## config.mk

```make
export PLATFORM = sky130hd
export DESIGN_NAME = codec_ctl3_master
export DESIGN_NICKNAME = d
export VERILOG_FILES = /design/src/rtl/ccm_pkg.sv /design/src/rtl/ccm_rst_sync.sv /design/src/rtl/ccm_timer.sv /design/src/rtl/ccm_shifter.sv /design/src/rtl/codec_ctl3_master.sv
export SDC_FILE = /design/constraint.sdc
export NUM_CORES = 1
export LEC_CHECK = 0
export BUFFER_PORTS_ARGS = -buffer_cell sky130_fd_sc_hd__buf_2
export CORE_MARGIN = 2
export CORE_UTILIZATION = 50
export CTS_BUF_LIST = sky130_fd_sc_hd__clkbuf_8 sky130_fd_sc_hd__clkbuf_16
export DETAILED_ROUTE_END_ITERATION = 12
export PLACE_DENSITY = 0.73
export SLEW_MARGIN = 10
export SYNTH_ARGS = -nofsm -noshare
export SYNTH_HDL_FRONTEND = slang
export SYNTH_SLANG_ARGS = --single-unit
```

## constraint.sdc

```tcl
create_clock -name clk -period 3.1 [get_ports clk]
set_input_delay 0 -clock clk [delete_from_list [all_inputs] [get_ports clk]]
set_output_delay 0 -clock clk [all_outputs]
set_load 0.005 [all_outputs]
```

## src/rtl/ccm_pkg.sv

```systemverilog
package ccm_pkg;
  localparam int BYTE_W = 8;

  typedef enum logic [3:0] {
    ST_IDLE,  // pins floating
    ST_ACQ,   // values high, enables rising
    ST_ASET,  // mode low, setup before address bits
    ST_LOW,   // bit clock low
    ST_HIGH,  // bit clock high
    ST_HOLD,  // mode hold after a byte
    ST_HALT,  // mode pulse low between data bytes
    ST_DSET,  // mode setup before a data byte
    ST_REL    // enables dropped
  } ccm_state_e;
endpackage

```

## src/rtl/ccm_rst_sync.sv

```systemverilog
module ccm_rst_sync #(
  parameter int STAGES = 2
) (
  input  logic clk,
  input  logic rst_n,
  output logic rst_sync_n
);
  logic [STAGES-1:0] sync_q;

  always_ff @(posedge clk or negedge rst_n) begin
    if (!rst_n) sync_q <= '0;
    else        sync_q <= {sync_q[STAGES-2:0], 1'b1};
  end

  assign rst_sync_n = sync_q[STAGES-1];
endmodule

```

## src/rtl/ccm_timer.sv

```systemverilog
module ccm_timer #(
  parameter int CNT_W = 8
) (
  input  logic             clk,
  input  logic             rst_n,
  input  logic             load,
  input  logic [CNT_W-1:0] load_val,
  output logic             expired
);
  logic [CNT_W-1:0] cnt_q, cnt_d;
  logic             cnt_en;

  assign cnt_en = load || (cnt_q != '0);

  always_comb begin
    if (load) cnt_d = load_val;
    else      cnt_d = cnt_q - 1'b1;
  end

  always_ff @(posedge clk or negedge rst_n) begin
    if (!rst_n)      cnt_q <= '0;
    else if (cnt_en) cnt_q <= cnt_d;
  end

  assign expired = (cnt_q == '0);
endmodule

```

## src/rtl/ccm_shifter.sv

```systemverilog
module ccm_shifter #(
  parameter int W = 8
) (
  input  logic         clk,
  input  logic         rst_n,
  input  logic         load,
  input  logic [W-1:0] load_val,
  input  logic         shift,
  input  logic         in_bit,
  output logic [W-1:0] q
);
  logic [W-1:0] sh_q, sh_d;
  logic         sh_en;

  assign sh_en = load || shift;

  // right shift: bit 0 leaves first, new bit enters at the top
  always_comb begin
    if (load) sh_d = load_val;
    else      sh_d = {in_bit, sh_q[W-1:1]};
  end

  always_ff @(posedge clk or negedge rst_n) begin
    if (!rst_n)     sh_q <= '0;
    else if (sh_en) sh_q <= sh_d;
  end

  assign q = sh_q;
endmodule

```

## src/rtl/codec_ctl3_master.sv

```systemverilog
module codec_ctl3_master
  import ccm_pkg::*;
#(
  parameter int T_LOW    = 64,
  parameter int T_HIGH   = 64,
  parameter int T_MSETUP = 48,
  parameter int T_MHOLD  = 48,
  parameter int T_HALT   = 48,
  parameter int LEN_W    = 8
) (
  input  logic             clk,
  input  logic             rst_n,
  input  logic             start,
  input  logic             rd_nwr,
  input  logic [7:0]       addr,
  input  logic [LEN_W-1:0] nbytes,
  output logic             busy,
  output logic             done,
  input  logic [7:0]       wr_data,
  input  logic             wr_valid,
  output logic             wr_ready,
  output logic [7:0]       rd_data,
  output logic             rd_valid,
  input  logic             rd_ready,
  output logic             ser_clk_o,
  output logic             ser_clk_oe,
  output logic             ser_dat_o,
  output logic             ser_dat_oe,
  input  logic             ser_dat_i,
  output logic             ser_mode_o,
  output logic             ser_mode_oe
);
  localparam int T_MAX1 = (T_LOW > T_HIGH) ? T_LOW : T_HIGH;
  localparam int T_MAX2 = (T_MSETUP > T_MHOLD) ? T_MSETUP : T_MHOLD;
  localparam int T_MAX3 = (T_MAX1 > T_MAX2) ? T_MAX1 : T_MAX2;
  localparam int T_MAX  = (T_MAX3 > T_HALT) ? T_MAX3 : T_HALT;
  localparam int CNT_W  = $clog2(T_MAX + 1);
  localparam int BIT_W  = $clog2(BYTE_W);
  localparam logic [CNT_W-1:0] LD_LOW  = CNT_W'(T_LOW - 1);
  localparam logic [CNT_W-1:0] LD_HIGH = CNT_W'(T_HIGH - 1);
  localparam logic [CNT_W-1:0] LD_SET  = CNT_W'(T_MSETUP - 1);
  localparam logic [CNT_W-1:0] LD_HOLD = CNT_W'(T_MHOLD - 1);
  localparam logic [CNT_W-1:0] LD_HALT = CNT_W'(T_HALT - 1);
  localparam logic [BIT_W-1:0] LAST_BIT = BIT_W'(BYTE_W - 1);

  logic rst_i_n;
  ccm_rst_sync #(.STAGES(2)) u_rst (.clk(clk), .rst_n(rst_n), .rst_sync_n(rst_i_n));

  ccm_state_e        state_q, state_d;
  logic              clk_q, clk_d, dat_q, dat_d, mode_q, mode_d;
  logic              oe_q, oe_d, doe_q, doe_d;
  logic              rd_q, rd_d, aph_q, aph_d, first_q, first_d;
  logic              rv_q, rv_d, done_q, done_d;
  logic [LEN_W-1:0]  rem_q, rem_d;
  logic [BIT_W-1:0]  bit_q, bit_d;

  logic              tmr_load, tmr_exp;
  logic [CNT_W-1:0]  tmr_val;
  logic              sh_load, sh_shift;
  logic [BYTE_W-1:0] sh_val, sh_q;

  ccm_timer #(.CNT_W(CNT_W)) u_tmr (
    .clk(clk), .rst_n(rst_i_n), .load(tmr_load), .load_val(tmr_val), .expired(tmr_exp));

  ccm_shifter #(.W(BYTE_W)) u_sh (
    .clk(clk), .rst_n(rst_i_n), .load(sh_load), .load_val(sh_val),
    .shift(sh_shift), .in_bit(ser_dat_i), .q(sh_q));

  always_comb begin
    state_d = state_q;  clk_d = clk_q;  dat_d = dat_q;  mode_d = mode_q;
    oe_d = oe_q;  doe_d = doe_q;  rd_d = rd_q;  aph_d = aph_q;  first_d = first_q;
    rem_d = rem_q;  bit_d = bit_q;  rv_d = rv_q;  done_d = 1'b0;
    tmr_load = 1'b0;  tmr_val = '0;
    sh_load = 1'b0;  sh_val = addr;  sh_shift = 1'b0;
    wr_ready = 1'b0;
    if (rv_q && rd_ready) rv_d = 1'b0;

    unique case (state_q)
      ST_IDLE: if (start) begin
        state_d = ST_ACQ;  clk_d = 1'b1;  dat_d = 1'b1;  mode_d = 1'b1;
        rd_d = rd_nwr;  rem_d = nbytes;  aph_d = 1'b1;  first_d = 1'b1;
        bit_d = '0;  sh_load = 1'b1;  sh_val = addr;
      end
      ST_ACQ: begin
        state_d = ST_ASET;  oe_d = 1'b1;  doe_d = 1'b1;
      end
      ST_ASET: begin
        if (mode_q) begin
          mode_d = 1'b0;  tmr_load = 1'b1;  tmr_val = LD_SET;
        end else if (tmr_exp) begin
          state_d = ST_LOW;  clk_d = 1'b0;  dat_d = sh_q[0];
          tmr_load = 1'b1;  tmr_val = LD_LOW;
        end
      end
      ST_LOW: if (tmr_exp) begin
        state_d = ST_HIGH;  clk_d = 1'b1;  sh_shift = 1'b1;
        tmr_load = 1'b1;  tmr_val = LD_HIGH;
      end
      ST_HIGH: if (tmr_exp) begin
        tmr_load = 1'b1;
        if (bit_q != LAST_BIT) begin
          state_d = ST_LOW;  clk_d = 1'b0;  dat_d = sh_q[0];
          bit_d = bit_q + 1'b1;  tmr_val = LD_LOW;
        end else begin
          state_d = ST_HOLD;  bit_d = '0;  tmr_val = LD_HOLD;
          if (aph_q) begin
            mode_d = 1'b1;  aph_d = 1'b0;
            if (rd_q) doe_d = 1'b0;
          end else begin
            rem_d = rem_q - 1'b1;
            if (rd_q) rv_d = 1'b1;
          end
        end
      end
      ST_HOLD: if (tmr_exp && !rv_q) begin
        if (rem_q == '0) begin
          state_d = ST_REL;  oe_d = 1'b0;  doe_d = 1'b0;
        end else if (first_q) begin
          state_d = ST_DSET;  tmr_load = 1'b1;  tmr_val = LD_SET;
        end else begin
          state_d = ST_HALT;  mode_d = 1'b0;  tmr_load = 1'b1;  tmr_val = LD_HALT;
        end
      end
      ST_HALT: if (tmr_exp) begin
        state_d = ST_DSET;  mode_d = 1'b1;  tmr_load = 1'b1;  tmr_val = LD_SET;
      end
      ST_DSET: if (tmr_exp) begin
        wr_ready = !rd_q;
        if (rd_q || wr_valid) begin
          state_d = ST_LOW;  clk_d = 1'b0;  dat_d = wr_data[0];
          sh_load = !rd_q;  sh_val = wr_data;  first_d = 1'b0;
          tmr_load = 1'b1;  tmr_val = LD_LOW;
        end
      end
      ST_REL: begin
        state_d = ST_IDLE;  done_d = 1'b1;
      end
      default: state_d = ST_IDLE;
    endcase
  end

  always_ff @(posedge clk or negedge rst_i_n) begin
    if (!rst_i_n) begin
      state_q <= ST_IDLE;  clk_q <= 1'b0;  dat_q <= 1'b0;  mode_q <= 1'b0;
      oe_q <= 1'b0;  doe_q <= 1'b0;  rd_q <= 1'b0;  aph_q <= 1'b0;  first_q <= 1'b0;
      rem_q <= '0;  bit_q <= '0;  rv_q <= 1'b0;  done_q <= 1'b0;
    end else begin
      state_q <= state_d;  clk_q <= clk_d;  dat_q <= dat_d;  mode_q <= mode_d;
      oe_q <= oe_d;  doe_q <= doe_d;  rd_q <= rd_d;  aph_q <= aph_d;  first_q <= first_d;
      rem_q <= rem_d;  bit_q <= bit_d;  rv_q <= rv_d;  done_q <= done_d;
    end
  end

  assign busy        = (state_q != ST_IDLE);
  assign done        = done_q;
  assign rd_data     = sh_q;
  assign rd_valid    = rv_q;
  assign ser_clk_o   = clk_q;
  assign ser_clk_oe  = oe_q;
  assign ser_dat_o   = dat_q;
  assign ser_dat_oe  = doe_q;
  assign ser_mode_o  = mode_q;
  assign ser_mode_oe = oe_q;
endmodule

```

==> results_dict.tcl, run 1 <==
set metrics [dict create \
    tightest_slew_ps 846.4 \
    p_sw_w 0.0002283 \
    cts_tree "built" \
    seq_power_share 0.571 \
    drt_wl_total_um 6211 \
    startpoint_type "register" \
    setup_violations 0 \
    core_um2 5042 \
    vias 2383 \
    drc 0 \
    wl_per_cell_um 14.89 \
    ir_drop_v 0.0002694 \
    grt-ovfl-total 0 \
    hpwl_um 4530 \
    clockPowerShare 0.382 \
    fp.dieH_um 76.04 \
    numPortBuffers 48 \
    cap_viol_max_count 0 \
    rows 26 \
    netSwitchingFraction 0.2363 \
    status "finished clean" \
    synth_cell_type_count 61 \
    min_period_over_period 0.8388 \
    crit_fanout 13 \
    grt_pass1_vias 2301 \
    ys_seq_area_frac 0.4050 \
    hold_class "input port to register" \
    initial_utilization 0.5146 \
    root_buffer "clkbuf_8" \
    clockBufferDepth 2 \
    ys.flop_type "dfrtp_1" \
    h-tree-depth 2 \
    antenna_left 0 \
    p_comb_frac 0.047 \
    slew_violations 0 \
    syn_area_um2 2595 \
    place.gp.congestion 0.9006 \
    crit_chain "inv_1, ha_1, or4b_1, nor4_2, a21boi_1, nor2b_1, a221o_1" \
    crit_path_end_kind "register" \
    cts_resized 0 \
    nets 381 \
    slew_headroom 0.4346 \
    die-area_um2 5782 \
    synthCells 291 \
    grt_setup_unrepaired "false" \
    critPathMaxStageDelay_ps 610 \
    crit_arrival_ps 2780 \
    grt_pass1_wl_um 10680 \
    postCtsSetupRepairBufs 0 \
    pin_count 49 \
    hold_violations 0 \
    track_usage 0.2234 \
    drtIter0Drc 259 \
    setup_tns_ps 0 \
    p_int_w 0.0007376 \
    synth_fp_nets 326 \
    antenna_found_initial 0 \
    p_per_area_nw_per_um2 312.0 \
    numCtsBuffers 5 \
    grt_start_max_net_pins 35 \
    finClkSkew_ps 10.44 \
    insertion_delay_ps 300 \
    fin_area_um2 3095 \
    dpl_cell_area_um2 2922 \
    ys.warnings.count 0 \
    crit_required_ps 3270 \
    cts_sinks 42 \
    timing.fmax_ghz 0.3846 \
    cpMaxStageDelayCell "or4b_1" \
    syn_avg_cell_area_um2 8.917 \
    layout-drive-gt1-share 0.2334 \
    die_w_um 76.04 \
    synth_edf_count 0 \
    power_leakage_nw 1.415 \
    dr.pass1.iters 4 \
    syn_to_final_growth_pct 19.29 \
    clkTransAtPathRegs_ps 90 \
    path_class "register to register" \
    viasPerCell 5.715 \
    async_flop_share 1.000 \
    antenna_cells 0 \
    layout_min_cycle_time_ps 2600 \
    ys_seq_elements 42 \
]
power groups by stage:
stage,combinational [W],clock (W),sequential (W)
floorplan,0.00000807,0,0.000568
global placement,0.0000378,0,0.000563
detailed placement,0.0000389,0,0.000563
CTS,0.0000463,0.000377,0.000552
global route,0.0000515,0.000406,0.000552
finish,0.0000455,0.000369,0.000552
cells in the mapped netlist, types with 6 or more instances:
master / instances / area share
dfrtp_1: 42 / 0.41
nor2_1: 26 / 0.038
nand2_1: 25 / 0.036
o21ai_0: 23 / 0.044
a21oi_1: 22 / 0.042
clkbuf_1: 15 / 0.022
nand3_1: 12 / 0.023
inv_1: 11 / 0.016
nand2b_1: 10 / 0.024
mux2i_1: 8 / 0.031
nor3_1: 6 / 0.012
sequential cells by signal, summed over array words and instances (netlist names), 2 cells and up:
| signal | flops |
|---|---|
| bit_q | 3 |
| rem_q | 8 |
| state_q | 4 |
| u_rst.sync_q | 2 |
| u_sh.q | 8 |
| u_tmr.cnt_q | 7 |
what timing repair did:
item / CTS / global route
hold buffers: 8 / 0
setup endpoints to repair: 0 / 0
hold endpoints to repair: 8 / 0
cells by family after synthesis:
kind of cell,synth area share
and+or+nand+nor,0.2324
AOI/OAI and AO/OA,0.2088
DFF,0.4050
buffers and inverters,0.04821
muxes,0.07136
adders and majority gates,0.01929
xor gates and xnor gates,0.01350
other,0.001445
per-layer routing:
metal	wire length [µm]	up-vias	GRT usage	share of wire
met5	0	-	0	0
met2	3015	72	0.3786	0.49
met3	315	7	0.03910	0.051
met4	53	0	0.05273	0.0085
li1	-	1172	-	-
met1	2827	1132	0.3010	0.46
final cells by class:
class	instances	area, µm²
fillers	449	1947
multi-input cells	219	1419
flip-flops and latches	42	1051
repair buffers	67	402.9
well taps	70	87.58
clock buffers	5	68.82
inverters	11	41.29
clock inverters	3	25.02
through the flow:
stage	worst slack (ps)	utilization	cells	total power (W)	hold slack [ps]
4_1_cts	522.6	0.6139	417	0.0009753	21.92
6_report	499.6	0.6139	417	0.0009659	30.65
3_5_place_dp	559.6	0.5794	401	0.0006017	-214.6
2_1_floorplan	716.4	-	291	0.0005764	-295.6
5_1_grt	282.9	0.6139	417	0.001010	51.42
3_3_place_gp	586.5	0.5794	401	0.0006006	-215.3
critical path, delay by kind of cell (launching register included):
kind | cells | cell delay, ps
adder cells (fa/ha/maj) | 1 | 190
flip-flops | 1 | 380
AND/OR/NAND/NOR | 3 | 1190
buffers and inverters | 1 | 90
AO/OA/AOI/OAI | 2 | 630
worst paths after layout:
path	cells after the start	slack, ps	from	endpoint
worst max-delay path	7	500	u_tmr.cnt_q[0]	u_sh.q[0]
worst min-delay path	3	30	nbytes[7]	rem_q[7]
worst max register to register	7	500	u_tmr.cnt_q[0]	u_sh.q[0]
worst min register to register	0	110	u_rst.sync_q[1]	rem_q[5]
max in group asynchronous	1	2280	u_rst.sync_q[1]	first_q
min in group asynchronous	0	110	u_rst.sync_q[1]	rem_q[5]
cell usage in the layout, fill, tap and decap left out, types with 10 or more instances in the layout:
cell type,n
nand2_1,25
nand2b_1,10
buf_4,11
o21ai_0,23
nor2_1,26
a21oi_1,22
buf_2,48
nand3_1,12
dfrtp_1,42
inv_1,11
(Power assumes the default switching activity.)
==> run 2: changes to the inputs <==
Settings changed: PLACE_DENSITY 0.73 to 0.76.
Clock period 3.1 ns to 2.3 ns, I/O delays scaled along.
==> run 2 against run 1 <==
Against the previous run:
- die area stayed put
- final area grew 7.0%
- final cell count rose by 3.6%
- routed wire length is 10% higher
- largest power group unchanged
==> results_dict.tcl, run 2 (synthesis gave the netlist of run 1 again) <==
set metrics [dict create \
    fin_ws_ps 22.44 \
    clkTransAtPathRegs_ps 80 \
    crit_fanout 9 \
    layout_commonest_cell "buf_2" \
    place.gp.congestion 0.8878 \
    root_buffer "clkbuf_8" \
    pin_count 49 \
    p_per_area_nw_per_um2 457.6 \
    fillCellCount 427 \
    nets 396 \
    seq_power_share 0.489 \
    crit_arrival_ps 2460 \
    slew_violations 0 \
    r2r-end "u_sh.q[2]" \
    min_to "rem_q[7]" \
    antenna_found_initial 0 \
    wl_per_cell_um 15.88 \
    cts_sinks 42 \
    grt-ovfl-total 0 \
    path_class "register to register" \
    min_from "nbytes[7]" \
    crit_required_ps 2480 \
    holdPathStages 3 \
    fp.dieH_um 76.04 \
    rows 26 \
    numPortBuffers 48 \
    drc 0 \
    setup_violations 0 \
    p_sw_w 0.0003048 \
    power_leakage_nw 1.514 \
    die_w_um 76.04 \
    dr.pass1.iters 4 \
    layout_common_cells "buf_2 (48), dfrtp_1 (42), buf_4 (26)" \
    ir_drop_v 0.0005208 \
    dp_slack_ps 43.27 \
    p_int_w 0.001211 \
    grt_pass1_wl_um 11450 \
    hpwl_um 4988 \
    status "finished clean" \
    die-area_um2 5782 \
    timing.fmax_ghz 0.4391 \
    viasPerCell 5.921 \
    numCtsBuffers 5 \
    startpoint_type "register" \
    clockPowerShare 0.468 \
    track_usage 0.2400 \
    drtIter0Drc 275 \
    dpl_cell_area_um2 3050 \
    crit_path_end_kind "register" \
    cts_tree "built" \
    initial_utilization 0.5146 \
    min_period_over_period 0.9902 \
    clockBufferDepth 2 \
    ff2ff_path_depth 7 \
    antenna_left 0 \
    vias 2558 \
    grt_start_max_net_pins 21 \
    fin_area_um2 3313 \
    h-tree-depth 2 \
    hold_violations 0 \
    core_um2 5042 \
    antenna_cells 0 \
    layout-drive-gt1-share 0.2983 \
    syn_to_final_growth_pct 27.68 \
    rr_startpoint "u_tmr.cnt_q[0]" \
    cap_viol_max_count 0 \
    hold_ws_ps 20.76 \
    final_cells 432 \
    grt_pass1_vias 2488 \
    finClkSkew_ps 7.766 \
    grt_setup_unrepaired "true" \
    p_comb_frac 0.043 \
    insertion_delay_ps 300 \
    drt_wl_total_um 6860 \
    layout_min_cycle_time_ps 2278 \
    worst-r2r-setup-slack_ps 20 \
    hold_class "input port to register" \
    netSwitchingFraction 0.2011 \
    place_inst 416 \
]
[run 2: cell count changes in the layout (fill, tap and decap cells not counted), moves of 2 or more]
cell	previous run	this run
a2111oi_0	2	0
a2111oi_1	0	2
buf_4	11	26
bufinv_16	0	2
inv_1	11	9
inv_2	0	2
nor2_1	26	24
nor2_2	0	2
[run 2: metal layers]
metal,GRT usage,up-vias,part of all wire
met5,0,-,0
met4,0.07636,0,0.023
met3,0.04858,17,0.051
met2,0.3902,85,0.49
met1,0.3253,1251,0.44
li1,-,1205,-
[run 2: layout make-up]
cell class | instances | area, µm² | area share
clock buffer | 5 | 68.82 | 0.02077
clock inverter | 3 | 68.82 | 0.02077
inverter | 11 | 41.29 | 0.01246
multi-input combinational | 219 | 1480 | 0.4468
sequential | 42 | 1051 | 0.3172
tap | 70 | 87.58 | 0.02644
timing repair buffer | 82 | 515.5 | 0.1556
[run 2: repair_timing]
item                                    in CTS  in global routing
hold endpoints to repair                     8                  0
hold buffers                                 8                  0
gates resized for setup                      0                 11
endpoints found under the setup margin       0                 19
buffers inserted                             0                  0
[run 2: worst max-delay path by stage]
stage	end	startpoint	slack [ps]	cells past startpoint
after floorplan	u_sh.q[1]	u_tmr.cnt_q[1]	50	9
final	u_sh.q[2]	u_tmr.cnt_q[0]	20	7
after CTS	rem_q[4]	u_tmr.cnt_q[0]	30	9
after global routing	state_q[2]	u_tmr.cnt_q[0]	-70	7
after global placement	u_sh.q[4]	u_tmr.cnt_q[1]	90	8
after detailed placement	u_sh.q[7]	u_tmr.cnt_q[0]	40	8
[run 2: critical path, stage by stage, from the launching register on]
cell and delay (ps):
dfrtp_1 400, inv_2 90, ha_4 140, or4b_4 520, or4_4 540, mux2_4 340, nor2_2 90, a21oi_1 50
[run 2: power groups by stage]
stage	clock, W	combinational, W	sequential [W]
floorplan	0	0.0000109	0.000766
global placement	0	0.0000541	0.000757
detailed placement	0	0.0000554	0.000757
CTS	0.000723	0.0000659	0.000742
global route	0.000754	0.0000745	0.000743
finish	0.000709	0.0000653	0.000742
[run 2: per-stage QoR]
step | TNS [ps] | total power (W) | util
6_report | 0 | 0.001516 | 0.6571
3_5_place_dp | 0 | 0.0008121 | 0.6050
2_1_floorplan | 0 | 0.0007768 | -
5_1_grt | -578.9 | 0.001571 | 0.6571
4_1_cts | 0 | 0.001531 | 0.6481
3_3_place_gp | 0 | 0.0008106 | 0.6050
